[src/rtl/symcnt_pkg.sv]
package symcnt_pkg;
  localparam int unsigned CNT_W   = 32;
  localparam int unsigned BYTE_W  = 8;
  localparam int unsigned NBYTES  = CNT_W / BYTE_W;
  localparam int unsigned BSEL_W  = $clog2(NBYTES);
  localparam int unsigned ADDR_W  = 3;
  localparam logic [ADDR_W-1:0] ADDR_CTRL = 3'd4;
  localparam logic [ADDR_W-1:0] ADDR_STAT = 3'd5;

  typedef struct packed {
    logic irq_en;
    logic src_rtc;
  } ctrl_t;
endpackage

[src/rtl/symcnt_tick_gen.sv]
module symcnt_tick_gen #(
  parameter int unsigned DIV = 256
) (
  input  logic clk_i,
  input  logic rst_ni,
  input  logic src_rtc_i,
  input  logic rtc_i,
  output logic tick_o
);
  localparam int unsigned DW = (DIV > 1) ? $clog2(DIV) : 1;
  localparam logic [DW-1:0] DIV_LAST = DW'(DIV - 1);

  logic [DW-1:0] div_q;
  logic          sys_tick;
  logic [1:0]    sync_q;
  logic          prev_q;
  logic          rtc_rise;

  always_ff @(posedge clk_i or negedge rst_ni) begin
    if (!rst_ni) div_q <= '0;
    else if (div_q == DIV_LAST) div_q <= '0;
    else div_q <= div_q + 1'b1;
  end

  assign sys_tick = (div_q == DIV_LAST);

  always_ff @(posedge clk_i or negedge rst_ni) begin
    if (!rst_ni) begin
      sync_q <= '0;
      prev_q <= 1'b0;
    end else begin
      sync_q <= {sync_q[0], rtc_i};
      prev_q <= sync_q[1];
    end
  end

  assign rtc_rise = sync_q[1] & ~prev_q;
  assign tick_o   = src_rtc_i ? rtc_rise : sys_tick;
endmodule

[src/rtl/symcnt_core.sv]
module symcnt_core #(
  parameter int unsigned CNT_W = 32
) (
  input  logic             clk_i,
  input  logic             rst_ni,
  input  logic             tick_i,
  input  logic             src_rtc_i,
  input  logic             commit_i,
  input  logic [CNT_W-1:0] commit_val_i,
  input  logic             flag_clr_i,
  output logic [CNT_W-1:0] cnt_o,
  output logic             busy_o,
  output logic             flag_o
);
  logic [CNT_W-1:0] cnt_q, pend_q;
  logic             busy_q, flag_q;
  logic             accept, load_now, wrap;

  assign accept   = commit_i & ~busy_q;
  assign load_now = accept & ~src_rtc_i;
  assign wrap     = tick_i & ~busy_q & ~load_now & (&cnt_q);

  always_ff @(posedge clk_i or negedge rst_ni) begin
    if (!rst_ni) begin
      cnt_q  <= '0;
      pend_q <= '0;
      busy_q <= 1'b0;
    end else begin
      if (load_now) begin
        cnt_q <= commit_val_i;
      end else if (tick_i) begin
        if (busy_q) begin
          cnt_q  <= pend_q;
          busy_q <= 1'b0;
        end else begin
          cnt_q <= cnt_q + 1'b1;
        end
      end
      // deferred load waits for next tick
      if (accept && src_rtc_i) begin
        pend_q <= commit_val_i;
        busy_q <= 1'b1;
      end
    end
  end

  always_ff @(posedge clk_i or negedge rst_ni) begin
    if (!rst_ni) flag_q <= 1'b0;
    else if (wrap) flag_q <= 1'b1;
    else if (flag_clr_i) flag_q <= 1'b0;
  end

  assign cnt_o  = cnt_q;
  assign busy_o = busy_q;
  assign flag_o = flag_q;
endmodule

[src/rtl/symcnt_regs.sv]
module symcnt_regs
  import symcnt_pkg::*;
(
  input  logic                clk_i,
  input  logic                rst_ni,
  input  logic                cs_i,
  input  logic                we_i,
  input  logic [ADDR_W-1:0]   addr_i,
  input  logic [BYTE_W-1:0]   wdata_i,
  input  logic [CNT_W-1:0]    cnt_i,
  input  logic                busy_i,
  input  logic                flag_i,
  output logic [BYTE_W-1:0]   rdata_o,
  output ctrl_t               ctrl_o,
  output logic                commit_o,
  output logic [CNT_W-1:0]    commit_val_o,
  output logic                flag_clr_o
);
  logic wr, rd, is_byte;
  logic [NBYTES-1:0][BYTE_W-1:0] shadow_q;
  logic [NBYTES-1:1][BYTE_W-1:0] stage_q;
  logic [BYTE_W-1:0] rd_mux;
  ctrl_t ctrl_q;

  assign wr      = cs_i & we_i;
  assign rd      = cs_i & ~we_i;
  assign is_byte = (int'(addr_i) < NBYTES);

  assign commit_o   = wr && (addr_i == '0);
  assign flag_clr_o = wr && (addr_i == ADDR_STAT) && wdata_i[1];
  assign commit_val_o[BYTE_W-1:0] = wdata_i;

  for (genvar b = 1; b < NBYTES; b++) begin : g_stage
    always_ff @(posedge clk_i or negedge rst_ni) begin
      if (!rst_ni) stage_q[b] <= '0;
      else if (wr && (int'(addr_i) == b)) stage_q[b] <= wdata_i;
    end
    assign commit_val_o[b*BYTE_W +: BYTE_W] = stage_q[b];
  end

  always_ff @(posedge clk_i or negedge rst_ni) begin
    if (!rst_ni) ctrl_q <= '0;
    else if (wr && (addr_i == ADDR_CTRL)) ctrl_q <= ctrl_t'(wdata_i[1:0]);
  end

  always_comb begin
    rd_mux = '0;
    if (is_byte) rd_mux = shadow_q[addr_i[BSEL_W-1:0]];
    else if (addr_i == ADDR_CTRL) rd_mux = BYTE_W'(ctrl_q);
    else if (addr_i == ADDR_STAT) rd_mux = BYTE_W'({flag_i, busy_i});
  end

  always_ff @(posedge clk_i or negedge rst_ni) begin
    if (!rst_ni) begin
      shadow_q <= '0;
      rdata_o  <= '0;
    end else if (rd) begin
      if (addr_i == '0) begin
        shadow_q <= cnt_i;
        rdata_o  <= cnt_i[BYTE_W-1:0];
      end else begin
        rdata_o <= rd_mux;
      end
    end
  end

  assign ctrl_o = ctrl_q;
endmodule

[src/rtl/symbol_counter.sv]
module symbol_counter
  import symcnt_pkg::*;
#(
  parameter int unsigned TICK_DIV = 256
) (
  input  logic              clk_i,
  input  logic              rst_ni,
  input  logic              rtc_tick_i,
  input  logic              cs_i,
  input  logic              we_i,
  input  logic [ADDR_W-1:0] addr_i,
  input  logic [BYTE_W-1:0] wdata_i,
  output logic [BYTE_W-1:0] rdata_o,
  output logic              busy_o,
  output logic              irq_o
);
  ctrl_t            ctrl;
  logic             src_rtc, irq_en;
  logic             tick, commit, flag_clr, flag;
  logic [CNT_W-1:0] cnt, commit_val;

  assign src_rtc = ctrl.src_rtc;
  assign irq_en  = ctrl.irq_en;

  symcnt_tick_gen #(.DIV(TICK_DIV)) u_tick (
    .clk_i     (clk_i),
    .rst_ni    (rst_ni),
    .src_rtc_i (src_rtc),
    .rtc_i     (rtc_tick_i),
    .tick_o    (tick)
  );

  symcnt_core #(.CNT_W(CNT_W)) u_core (
    .clk_i        (clk_i),
    .rst_ni       (rst_ni),
    .tick_i       (tick),
    .src_rtc_i    (src_rtc),
    .commit_i     (commit),
    .commit_val_i (commit_val),
    .flag_clr_i   (flag_clr),
    .cnt_o        (cnt),
    .busy_o       (busy_o),
    .flag_o       (flag)
  );

  symcnt_regs u_regs (
    .clk_i        (clk_i),
    .rst_ni       (rst_ni),
    .cs_i         (cs_i),
    .we_i         (we_i),
    .addr_i       (addr_i),
    .wdata_i      (wdata_i),
    .cnt_i        (cnt),
    .busy_i       (busy_o),
    .flag_i       (flag),
    .rdata_o      (rdata_o),
    .ctrl_o       (ctrl),
    .commit_o     (commit),
    .commit_val_o (commit_val),
    .flag_clr_o   (flag_clr)
  );

  assign irq_o = flag & irq_en;
endmodule

[config.mk]
export PLATFORM = sky130hd
export DESIGN_NAME = symbol_counter
export DESIGN_NICKNAME = d
export VERILOG_FILES = /design/src/rtl/symcnt_pkg.sv /design/src/rtl/symcnt_tick_gen.sv /design/src/rtl/symcnt_core.sv /design/src/rtl/symcnt_regs.sv /design/src/rtl/symbol_counter.sv
export SDC_FILE = /design/constraint.sdc
export NUM_CORES = 1
export LEC_CHECK = 0
export CAP_MARGIN = 15
export CORE_MARGIN = 8
export CORE_UTILIZATION = 40
export DETAILED_ROUTE_END_ITERATION = 7
export PLACE_DENSITY = 0.56
export SETUP_SLACK_MARGIN = 0.2
export SYNTH_ARGS = -nofsm -noshare
export SYNTH_HDL_FRONTEND = slang
export SYNTH_SLANG_ARGS = --single-unit
[constraint.sdc]
create_clock -name clk_i -period 1.86 [get_ports clk_i]
set_clock_uncertainty 0.05 [all_clocks]
set_input_delay 0.465 -clock clk_i [delete_from_list [all_inputs] [get_ports clk_i]]
set_output_delay 0.465 -clock clk_i [all_outputs]
set_load 0.02 [all_outputs]
==> flow_summary.json <==
{
  "htree_levels": 4,
  "layout_commonest_cell": "dfrtp_1",
  "dr.pass1.iters": 5,
  "ff2ff_path_depth": 9,
  "multi_input_area_mm2": 0.003521,
  "start_util": 0.4096,
  "hold_path_depth": 0,
  "violations": "setup timing",
  "ys_ff_latch": 135,
  "cts-buffers-inserted": 17,
  "num_rows": 47,
  "setup_slack_ns": -0.09766,
  "dr.first_iter.drc_count": 546,
  "synth_fa_ha_area_frac": 0.003684,
  "cts.sinks": 135,
  "muxShareOfSynthArea": 0.1385,
  "required_ns": 2.15,
  "yosys-top-cells-area": "dfrtp_1 (50%), nand2_1 (5.6%), mux2_4 (5.5%), mux2_2 (5.3%), a22oi_1 (2.9%)",
  "portBuffers": 25,
  "synth_edf_count": 0,
  "grt_pass1_vias": 5839,
  "yosys.area.top_type": "dfrtp_1",
  "synth_compound_area_frac": 0.1391,
  "hold_path_end": "u_tick.sync_q[1]",
  "dieArea_mm2": 0.02141,
  "worst_slew_pin_slew_ns": 0.5421,
  "finalCritPeriodShare": 1.053,
  "area_delta_synth_final_pct": 41.59,
  "power.density_mw_per_mm2": 1145,
  "clockBufferDepth": 2,
  "clk_pin_slew_ns": 0.06,
  "place_inst": 937,
  "vdd.ir_drop.worst_mv": 0.6923,
  "relSlewSlack": 0.6353,
  "tns_ns": -1.218,
  "yosys_warnings": 0,
  "worst_setup_path_start_kind": "flip-flop",
  "coreArea_mm2": 0.01658,
  "drive_gt1_frac": 0.4254,
  "min_from": "u_tick.sync_q[0]",
  "antennaDiodeCount": 0,
  "cts_tree": "done",
  "synth_area_per_cell_um2": 11.01,
  "period_minus_slack_ns": 1.958,
  "ant_nets": 0,
  "synthDistinctLibCells": 67,
  "fin_nets": 783,
  "synth_flop_cell": "dfrtp_1",
  "syn_inst": 617,
  "synth_top_family_by_area": "simple AND/OR/NAND/NOR gates",
  "reg2reg_to": "u_core.cnt_o[10]",
  "crit_type": "flip-flop to flip-flop",
  "drv_cap": 0,
  "path_max_fanout": 8,
  "critPathCaptureType": "flip-flop",
  "grt_max_degree": 56,
  "wirelength_um": 21640,
  "setup_violations": 28,
  "worst_ep_arrival_time_ns": 2.25,
  "fill_cells": 1382,
  "outcome": "complete, but fails checks",
  "fin_cells": 998,
  "postLayoutCoreUtil": 0.5800,
  "overflow": 0,
  "synthSimpleGateAreaFrac": 0.1625,
  "drc": 0,
  "gp_congestion": 0.8730,
  "regArea_mm2": 0.003387,
  "clk_latency_ns": 0.43,
  "layout_common_cells": "dfrtp_1 (128), buf_4 (99), nand2_1 (98), mux2_2 (32), buf_6 (26)",
  "post-place-ws_ns": -0.6082,
  "vias": 5648,
  "die_y_um": 146.3,
  "dp_hpwl_um": 14220,
  "async_flop_share": 1.000,
  "fmax_mhz": 510.8,
  "die_w_um": 146.3,
  "slew_viol_final": 0,
  "num_io_pins": 26,
  "timing.reg2reg.setup_slack_ns": -0.1,
  "synth_top_area_frac": 0.4973,
  "antenna_found_initial": 0,
  "avgViaCountPerCell": 5.659,
  "cts_root_buf": "clkbuf_16",
  "r2r_start": "u_tick.div_q[0]",
  "hp-class": "flip-flop to flip-flop",
  "netlist_area_mm2": 0.006793,
  "rsz0062_at_grt": "yes",
  "finalHoldViolCount": 0,
  "wl_per_cell_um": 21.69,
  "p_leak_nw": 4.349,
  "track_usage": 0.2069,
  "grt_pass1_wl_um": 34180,
  "synth_xor_area_frac": 0.02192,
  "syn_nets": 635,
  "ys_seq_area_frac": 0.4973
}
[metrics by stage]
step	hold slack, ns	total power [W]	cell area [um^2]
2_1_floorplan	0.1194	0.005680	6942
3_3_place_gp	0.2858	0.006912	8235
3_5_place_dp	0.3011	0.006978	8235
5_1_grt	0.3150	0.01155	9618
6_report	0.3012	0.01102	9618
4_1_cts	0.3055	0.01084	9387
[state kept, by name, summed over array words and instances (netlist names)]
name	flops
u_core.pend_q	32
u_core.cnt_o	32
u_tick.sync_q	2
u_tick.prev_q	1
u_regs.ctrl_o	2
u_core.busy_o	1
u_regs.commit_val_o	24
u_tick.div_q	8
u_core.flag_o	1
u_regs.rdata_o	8
u_regs.shadow_q	24
[synth_stat cells (all sizes together), types with 2 or more instances]
library cell / count
mux2: 57
nor4: 12
o31ai: 10
or2: 2
a31o: 3
nor4b: 3
and3: 6
nand2: 102
ha: 2
nand3: 14
a21oi: 14
o31a: 7
o311ai: 8
mux2i: 7
dfrtp: 135
nand4: 16
a41oi: 2
or3: 2
xor2: 8
clkbuf: 25
nor2b: 4
o22a: 2
and4: 5
mux4: 6
nand2b: 15
o211ai: 4
nor3: 6
a22oi: 26
xnor2: 9
nand3b: 2
a211o: 2
a22o: 7
buf: 17
nor2: 15
inv: 10
o21ai: 37
[per-layer routing]
layer / vias up / wire [um] / track usage
li1: 2567 / - / -
met1: 2876 / 9626 / 0.2672
met2: 162 / 10420 / 0.3303
met3: 43 / 838 / 0.02967
met4: 0 / 762 / 0.1113
met5: - / 0 / 0
[worst max-delay path, stage by stage, from the launching register on]
cell and delay, ns:
dfrtp_1 0.41, ha_4 0.16, and4_4 0.23, buf_6 0.10, nand4_1 0.20, o31ai_4 0.24, buf_6 0.16, buf_12 0.14
o21ai_2 0.05, o21ai_1 0.14
[cell families after synthesis]
kind of cell,Yosys count
simple gates,208
flops,135
fa+ha+maj,2
compound gates,132
mux,70
buf+inv,53
xor+xnor,17
[worst max-delay path by stage]
stage / from / end / cells after the start
after floorplan: addr_i[0] / u_core.pend_q[10] / 6
after global placement: addr_i[2] / u_core.cnt_o[24] / 7
after detailed placement: addr_i[2] / u_core.cnt_o[24] / 7
after CTS: u_tick.div_q[1] / u_core.cnt_o[10] / 9
after global routing: u_tick.div_q[0] / u_core.cnt_o[10] / 9
final: u_tick.div_q[0] / u_core.cnt_o[10] / 9
[cell type report]
type / count / area share
Clock buffer: 21 / 0.04891
Timing Repair Buffer: 171 / 0.1845
Tap cell: 220 / 0.02862
Inverter: 11 / 0.004423
Multi-Input combinational cell: 429 / 0.3661
Clock inverter: 11 / 0.01535
Sequential cell: 135 / 0.3522
[timing repair]
action                                 in CTS  in global routing
setup buffers                              17                  3
hold buffers                                1                  0
cloned                                      6                  2
gates resized for setup                   106                 48
pin swaps                                  36                 18
endpoints found under the hold margin      27                  0
setup endpoints to repair                 127                 74
[power by group]
part / switching, W / internal [W]
Combinational: 0.00155 / 0.00174
Sequential: 0.000652 / 0.00356
Clock: 0.00130 / 0.00221
Total: 0.00350 / 0.00751
Note: power is estimated with default switching activity, not from simulation.
